`config.mk`:
```
export PLATFORM = sky130hd
export DESIGN_NAME = pin_event_detect
export DESIGN_NICKNAME = d
export VERILOG_FILES = /design/src/rtl/ped_pkg.sv /design/src/rtl/ped_sync.sv /design/src/rtl/ped_chan.sv /design/src/rtl/pin_event_detect.sv
export SDC_FILE = /design/constraint.sdc
export NUM_CORES = 1
export LEC_CHECK = 0
export CAP_MARGIN = 0
export CORE_MARGIN = 3
export CORE_UTILIZATION = 57
export CTS_BUF_LIST = sky130_fd_sc_hd__clkbuf_2
export DETAILED_ROUTE_END_ITERATION = 8
export HOLD_SLACK_MARGIN = 0.06
export PLACE_DENSITY = 0.87
export SLEW_MARGIN = 40
export SYNTH_ARGS = -nofsm -noshare
export SYNTH_HDL_FRONTEND = slang
export SYNTH_SLANG_ARGS = --single-unit
```
`constraint.sdc`:
```
create_clock -name clk -period 4.1 [get_ports clk]
set_clock_uncertainty 0.05 [all_clocks]
set_input_delay 0.82 -clock clk [delete_from_list [all_inputs] [get_ports clk]]
set_output_delay 0.82 -clock clk [all_outputs]
set_load 0.01 [all_outputs]
```
`src/rtl/ped_pkg.sv`:
```
package ped_pkg;
   typedef enum logic [1:0] {
      TRIG_EIGHTH = 2'b00,
      TRIG_RISE   = 2'b01,
      TRIG_FALL   = 2'b10,
      TRIG_ANY    = 2'b11
   } trig_e;

   function automatic logic is_pow2(input int v);
      return (v > 1) && ((v & (v - 1)) == 0);
   endfunction
endpackage

```
`src/rtl/ped_sync.sv`:
```
module ped_sync #(
   parameter int WIDTH  = 4,
   parameter int STAGES = 2
) (
   input  logic             clk,
   input  logic             rst_n,
   input  logic [WIDTH-1:0] async_i,
   output logic [WIDTH-1:0] sync_o
);
   if (STAGES < 2) begin : g_bad_stages
      $error("ped_sync: STAGES must be at least 2");
   end

   logic [WIDTH-1:0] stage_q [STAGES];

   for (genvar s = 0; s < STAGES; s++) begin : g_stage
      if (s == 0) begin : g_first
         always_ff @(posedge clk) begin
            if (!rst_n) stage_q[0] <= '0;
            else        stage_q[0] <= async_i;
         end
      end else begin : g_next
         always_ff @(posedge clk) begin
            if (!rst_n) stage_q[s] <= '0;
            else        stage_q[s] <= stage_q[s-1];
         end
      end
   end

   assign sync_o = stage_q[STAGES-1];
endmodule

```
`src/rtl/ped_chan.sv`:
```
module ped_chan
   import ped_pkg::*;
#(
   parameter int PRESCALE = 8
) (
   input  logic  clk,
   input  logic  rst_n,
   input  logic  level_i,
   input  logic  strobe_i,
   input  logic  enable_i,
   input  trig_e trig_i,
   output logic  hit_o
);
   localparam int CNT_W = $clog2(PRESCALE);
   localparam logic [CNT_W-1:0] CNT_LAST = CNT_W'(PRESCALE - 1);

   logic             sampled_q;
   trig_e            trig_q;
   logic [CNT_W-1:0] div_q;
   logic             rise, fall, trig_chg, div_wrap;

   // level seen at the last strobe
   always_ff @(posedge clk) begin
      if (!rst_n)        sampled_q <= 1'b0;
      else if (strobe_i) sampled_q <= level_i;
   end

   always_ff @(posedge clk) begin
      if (!rst_n) trig_q <= TRIG_EIGHTH;
      else        trig_q <= trig_i;
   end

   assign rise     = strobe_i &  level_i & ~sampled_q;
   assign fall     = strobe_i & ~level_i &  sampled_q;
   assign trig_chg = (trig_i != trig_q);
   assign div_wrap = (div_q == CNT_LAST);

   // divide-by-PRESCALE rising edge counter
   always_ff @(posedge clk) begin
      if (!rst_n)                      div_q <= '0;
      else if (!enable_i || trig_chg)  div_q <= '0;
      else if (trig_i == TRIG_EIGHTH && rise)
         div_q <= div_wrap ? '0 : div_q + 1'b1;
   end

   always_comb begin
      hit_o = 1'b0;
      if (enable_i) begin
         unique case (trig_i)
            TRIG_EIGHTH: hit_o = rise & div_wrap & ~trig_chg;
            TRIG_RISE:   hit_o = rise;
            TRIG_FALL:   hit_o = fall;
            TRIG_ANY:    hit_o = rise | fall;
            default:     hit_o = 1'b0;
         endcase
      end
   end
endmodule

```
`src/rtl/pin_event_detect.sv`:
```
module pin_event_detect
   import ped_pkg::*;
#(
   parameter int NUM_CH      = 4,
   parameter int SYNC_STAGES = 2,
   parameter int PRESCALE    = 8
) (
   input  logic                  clk,
   input  logic                  rst_n,
   input  logic [NUM_CH-1:0]     pins_i,
   input  logic [2*NUM_CH-1:0]   mode_i,
   input  logic [2*NUM_CH-1:0]   ctrl_i,
   input  logic                  strobe_i,
   output logic [NUM_CH-1:0]     events_o,
   output logic [NUM_CH-1:0]     levels_o
);
   localparam int FIELD_W = 2;

   if (NUM_CH < 1) begin : g_bad_ch
      $error("pin_event_detect: NUM_CH must be positive");
   end
   if (!is_pow2(PRESCALE)) begin : g_bad_pre
      $error("pin_event_detect: PRESCALE must be a power of two above 1");
   end

   logic [NUM_CH-1:0] level_sync;
   logic [NUM_CH-1:0] hit;

   ped_sync #(.WIDTH(NUM_CH), .STAGES(SYNC_STAGES)) u_sync (
      .clk     (clk),
      .rst_n   (rst_n),
      .async_i (pins_i),
      .sync_o  (level_sync)
   );

   for (genvar n = 0; n < NUM_CH; n++) begin : g_chan
      ped_chan #(.PRESCALE(PRESCALE)) u_chan (
         .clk      (clk),
         .rst_n    (rst_n),
         .level_i  (level_sync[n]),
         .strobe_i (strobe_i),
         .enable_i (ctrl_i[FIELD_W*n]),
         .trig_i   (trig_e'(mode_i[FIELD_W*n +: FIELD_W])),
         .hit_o    (hit[n])
      );
   end

   always_ff @(posedge clk) begin
      if (!rst_n) events_o <= '0;
      else        events_o <= hit;
   end

   assign levels_o = level_sync;
endmodule

```
# ---- Word level (Yosys, flattened, before mapping)
# Memories as Yosys holds them, arrays and structs flattened.
# Index checks and enable logic that the tools add are counted.
dict set report word_totals {
  reg_bits 28
  latch_bits 0
  ram_bits 8
  mem_bits_ro 0
  input_bits 23
  out_inout_bits 8
  elab_cells 120
  memories 1
}
# name depth word_bits rd rd_ports_with_merged_regs write_ports line
set mem_list {}
lappend mem_list {u_sync.stage_q 2 4 2 0 2 ped_sync.sv:14} ;# logic [WIDTH-1:0] stage_q [STAGES];
dict set report classes {
  n_addsub 4
  multipliers 0
  div 0
  magnitude_cmp 0
  n_eq_ne 20
  shifts 0
  muxes 12
  bitwise 43
  n_reduce_logical 24
}
# cell count
set ops {}
lappend ops {{AND 1 bit} 24}
lappend ops {{== test 2 bit (second input constant)} 8}
lappend ops {{one-hot mux 1 bit (4 select lines)} 4}
lappend ops {{inverter 1 bit} 13}
lappend ops {{adder 3 x 1 -> 3 bit (second input constant)} 4}
lappend ops {{== test 3 bit (second input constant)} 4}
lappend ops {{two-way mux 3 bit} 4}
lappend ops {{== test 2 x 1 -> 1 bit (second input constant)} 4}
lappend ops {{zero test 2 bit} 4}
lappend ops {{two-way mux 4 bit} 2}
lappend ops {{!= test 2 bit} 4}
lappend ops {{AND reduction 2 bit} 4}
lappend ops {{OR reduction 2 bit} 4}
lappend ops {{OR 1 bit} 6}
lappend ops {{logical AND 1 bit} 4}
lappend ops {{zero test 1 bit} 4}
lappend ops {{logical OR 1 bit} 4}
lappend ops {{two-way mux 1 bit} 2}

# ---- Longest topological paths before layout
dict set report logic_depth {
  word_depth 5
  ltp_mapped 4
  ltp_nobuf 4
}

# ---- Cells and area by module
# Synthesis repeated with hierarchy kept, for this count alone.
dict set report unflattened {
  hier_cells 156
  hier_area_um2 1566.5
}
# mod instances cells_each area_per_inst_um2 seq_area_each_um2
set by_module_without_submodules {}
lappend by_module_without_submodules {ped_chan 4 33 312.8 120.1}
lappend by_module_without_submodules {ped_sync 1 16 210.2 160.2}
lappend by_module_without_submodules {pin_event_detect 1 8 105.1 80.1}

# ---- Least setup slack after synthesis
# No wires, ideal clock.
dict set report synth_path {
  path_type {input to register}
  from {input mode_i[2]}
  to {register g_chan[1].u_chan.div_q[0]}
  setup_time_ps 72
  arrival_ps 1833
  t_required_ps 3978
  setup_slack_ps 2146
  cell_stages 3
  n_path_buf 0
  path_cell_list {or4b_4 -> or4_1 -> a21oi_1}
}
dict set report synth_between {
  elab_chain_cells 3
  elab_cells_between_ends 5
  classes_between {eq/ne (1); reduce/logical (4)}
}
# item line
set synth_rtl {}
lappend synth_rtl {{start: declaration} pin_event_detect.sv:11} ;# input logic [2*NUM_CH-1:0] mode_i,
lappend synth_rtl {{!= test 2 bit} ped_chan.sv:35} ;# assign trig_chg = (trig_i != trig_q);
lappend synth_rtl {{logical OR 1 bit} ped_chan.sv:41} ;# else if (!enable_i || trig_chg) div_q <= '0;
lappend synth_rtl {{OR reduction 2 bit (no line)} n/a}
lappend synth_rtl {{end signal: assignment} ped_chan.sv:43} ;# div_q <= div_wrap ? '0 : div_q + 1'b1;
lappend synth_rtl {{end: declaration} ped_chan.sv:19} ;# logic [CNT_W-1:0] div_q;
# Several ways; a longest one is shown, not always the timed one.
# A chain may end at the register's enable or synchronous reset.

# ---- Worst setup path after layout
dict set report layout_path {
  from {input strobe_i}
  to {register g_chan[3].u_chan.div_q[0]}
}
dict set report layout_between {
  elab_chain_cells 3
}
# item line
set layout_rtl {}
lappend layout_rtl {{start: declaration} pin_event_detect.sv:13} ;# input logic strobe_i,
lappend layout_rtl {{AND 1 bit (2 in a row)} ped_chan.sv:33} ;# assign rise = strobe_i & level_i & ~sampled_q;
lappend layout_rtl {{logical AND 1 bit} ped_chan.sv:42} ;# else if (trig_i == TRIG_EIGHTH && rise)
lappend layout_rtl {{end signal: assignment} ped_chan.sv:43}
lappend layout_rtl {{end: declaration} ped_chan.sv:19}
# No other way between the ends.

==> impl_metrics.csv <==
group,metric,value,unit
floorplanning,fp.dieW,58.6,um
detailed_routing,first_iter_violations,42,
floorplanning,die_h,58.6,um
worst_hold_path,hold_path_startpoint,"u_sync.stage_q[0][0]",
critical_path,worstPathRequired,4.36,ns
global_route,grt.total_usage,0.212,
worst_hold_path,hp-class,"reg -> reg",
detailed_routing,wl_per_cell,14.9,um
critical_path,crit_buf_inv,3,
detailed_routing,vias_per_cell,5.85,
critical_path,timing.critical_path.from,"strobe_i",
clock_tree,cts_max_level,2,
synthesis,synth_top_area_share,0.457,
clock_tree,clk_path_buf_depth,2,
synthesis,synth-edff-count,0,
synthesis,synth_cells,156,
global_route,gr-total-overflow,0,
sta,worst_pin_slew,0.615,ns
critical_path,endpoint_kind,"flop",
clock_tree,holdBufCountCts,0,
place,place_ws,1.18,ns
outcome,outcome,"finished, final reports clean",
critical_path,r2r_start,"u_sync.stage_q[1][3]",
synthesis,ys_ff_latch,36,
clock_tree,clk_pin_slew,0.17,ns
pwr,powerDensity,305,nW/um^2
critical_path,critical-path-top-delay-family,"buffers and inverters",
clock_tree,clk_latency,0.37,ns
clock_tree,ctsResizeCount,0,
synthesis,ys_seq_area_frac,0.457,
critical_path,slowest_delay,0.69,ns
synthesis,synth_flop_cell,"dfxtp_1",
cells_and_area,drive_above_1_share,0.0889,
sta,hold_viol,0,
critical_path,worst-setup-path-type,"in -> reg",
clock_tree,cts_root_buf,"clkbuf_2",
critical_path,cp_cell_sequence,"clkdlybuf4s50_1 -> buf_4 -> clkinv_1 -> or4_1 -> a21oi_1",
sta,timing.final.ws_setup,1.57,ns
global_route,grt_max_degree,29,
cells_and_area,final_cell_mix,"36 x dfxtp_1, 25 x clkdlybuf4s50_1, 16 x o21ai_0, 16 x and2_1, 12 x a21oi_1",
pwr,ir_drop,0.241,mV
cells_and_area,num_antenna_cells,0,
sta,fin_setup_tns,0,ns
sta,period_minus_slack,2.53,ns
global_route,grt_pass1_vias,1320,
cells_and_area,fin_area,1860,sq um
synthesis,ys_types,25,
synthesis,synthArstFlopShare,0,
sta,fmax,395,MHz
critical_path,reg2reg_slack,2.49,ns
flow_run,maxCapViolations,0,
synthesis,synth.avg_cell_area,10.1,sq um
sta,whs,0.403,ns
floorplanning,core_area,2540,sq um
detailed_routing,vias,1229,
synthesis,yosysWarnings,0,
sta,rsz0062_at_grt,"no",
place,place_area,1830,sq um
floorplanning,std_cell_rows,18,
place,place_congestion,0.748,
place,dpl.hpwl,2.33,mm
detailed_routing,remaining_drc_errors,0,
detailed_routing,ant_nets,0,
critical_path,crit_path_start_kind,"input pin",
sta,slew_headroom,0.584,
floorplanning,ioPinCount,31,
sta,finalMaxSlewViolations,0,
global_route,grt_pass1_wl,5.49,mm
synthesis,yosys-top-cells-area,"dfxtp_1 46%, and2_1 6.3%, ha_1 6.3%, o21ai_0 5.1%, xnor2_1 4.4%",
synthesis,synth_area_leader_cell,"dfxtp_1",
clock_tree,cts_tree,"built",
clock_tree,numCtsBuffers,5,
floorplanning,initial_core_util,0.620,
cells_and_area,area_delta_synth_final,17.7,%
critical_path,cpMaxStageDelayCell,"clkdlybuf4s50_1",
cells_and_area,n_fill_cell,202,
synthesis,synth_fp_nets,187,
global_route,antenna_found_initial,0,
cells_and_area,finalNetCount,211,
critical_path,cp_max_fo,12,
critical_path,arrival,2.79,ns
detailed_routing,first_pass_iters,4,
sta,setup_viol,0,
sta,post-route-period-util,0.618,
detailed_routing,drt-total-wl,3.12,mm
clock_tree,cts_setup_buffers,0,
clock_tree,cts_sinks,36,
cells_and_area,utilization,0.730,
floorplanning,die_area,3440,sq um
synthesis,synth_area,1580,sq um
cells_and_area,final_common_cell,"dfxtp_1",
pwr,cellLeakagePower,0.688,nW
place,portBuffers,26,
-- Yosys cell counts (6+ instances only) --
| master | n |
|---|---|
| a21oi_1 | 12 |
| and2_1 | 16 |
| and3b_2 | 6 |
| dfxtp_1 | 36 |
| ha_1 | 8 |
| nand3_1 | 11 |
| o21ai_0 | 16 |
| xnor2_1 | 8 |
-- cells by family (layout without fill, tap and decap cells) --
| logic type | Yosys count | count (layout) | share of synthesized area |
|---|---|---|---|
| mux | 4 | 4 | 0.0254 |
| compound gates | 32 | 32 | 0.111 |
| flops | 36 | 36 | 0.457 |
| xor+xnor | 8 | 8 | 0.0444 |
| fa+ha+maj | 8 | 8 | 0.0634 |
| simple gates | 56 | 56 | 0.260 |
| buf+inv | 12 | 36 | 0.0388 |
-- per-layer routing --
layer  routed length [um]  GRT usage  share of wire
met2                 1680      0.381           0.54
met5                    0          0              0
met3                  150     0.0724          0.048
met1                 1260      0.215           0.40
met4                   30      0.110         0.0096
-- registers in the layout (all words and copies together), names as in the netlist --
name                     cells
g_chan.u_chan.div_q         12
events_o                     4
g_chan.u_chan.trig_q         8
u_sync.stage_q               8
g_chan.u_chan.sampled_q      4
-- area by class of cell --
cell class | instances | area [sq um] | share of cell area
inverters | 2 | 7.51 | 0.00404
repair buffers | 27 | 263 | 0.142
well taps | 30 | 37.5 | 0.0202
clock buffers | 5 | 25.0 | 0.0135
flip-flops and latches | 36 | 721 | 0.388
multi-input cells | 108 | 796 | 0.429
clock inverters | 2 | 7.51 | 0.00404
-- per-stage QoR --
stage / power [mW] / cells
6_report: 0.567 / 210
5_1_grt: 0.594 / 210
3_3_place_gp: 0.428 / 203
3_5_place_dp: 0.431 / 203
2_1_floorplan: 0.402 / 156
4_1_cts: 0.572 / 210
-- worst paths after layout --
kind                                                   to  cells past startpoint
worst max-delay path            g_chan[3].u_chan.div_q[0]                      5
worst min-delay path                 u_sync.stage_q[1][0]                      1
worst max register to register  g_chan[3].u_chan.div_q[0]                      3
worst min register to register       u_sync.stage_q[1][0]                      1
-- where the power goes --
part           internal (mW)  switching (mW)
Combinational         0.0335          0.0246
Sequential             0.359         0.00555
Clock                 0.0352           0.109
Note: power is estimated with default switching activity, not from simulation.
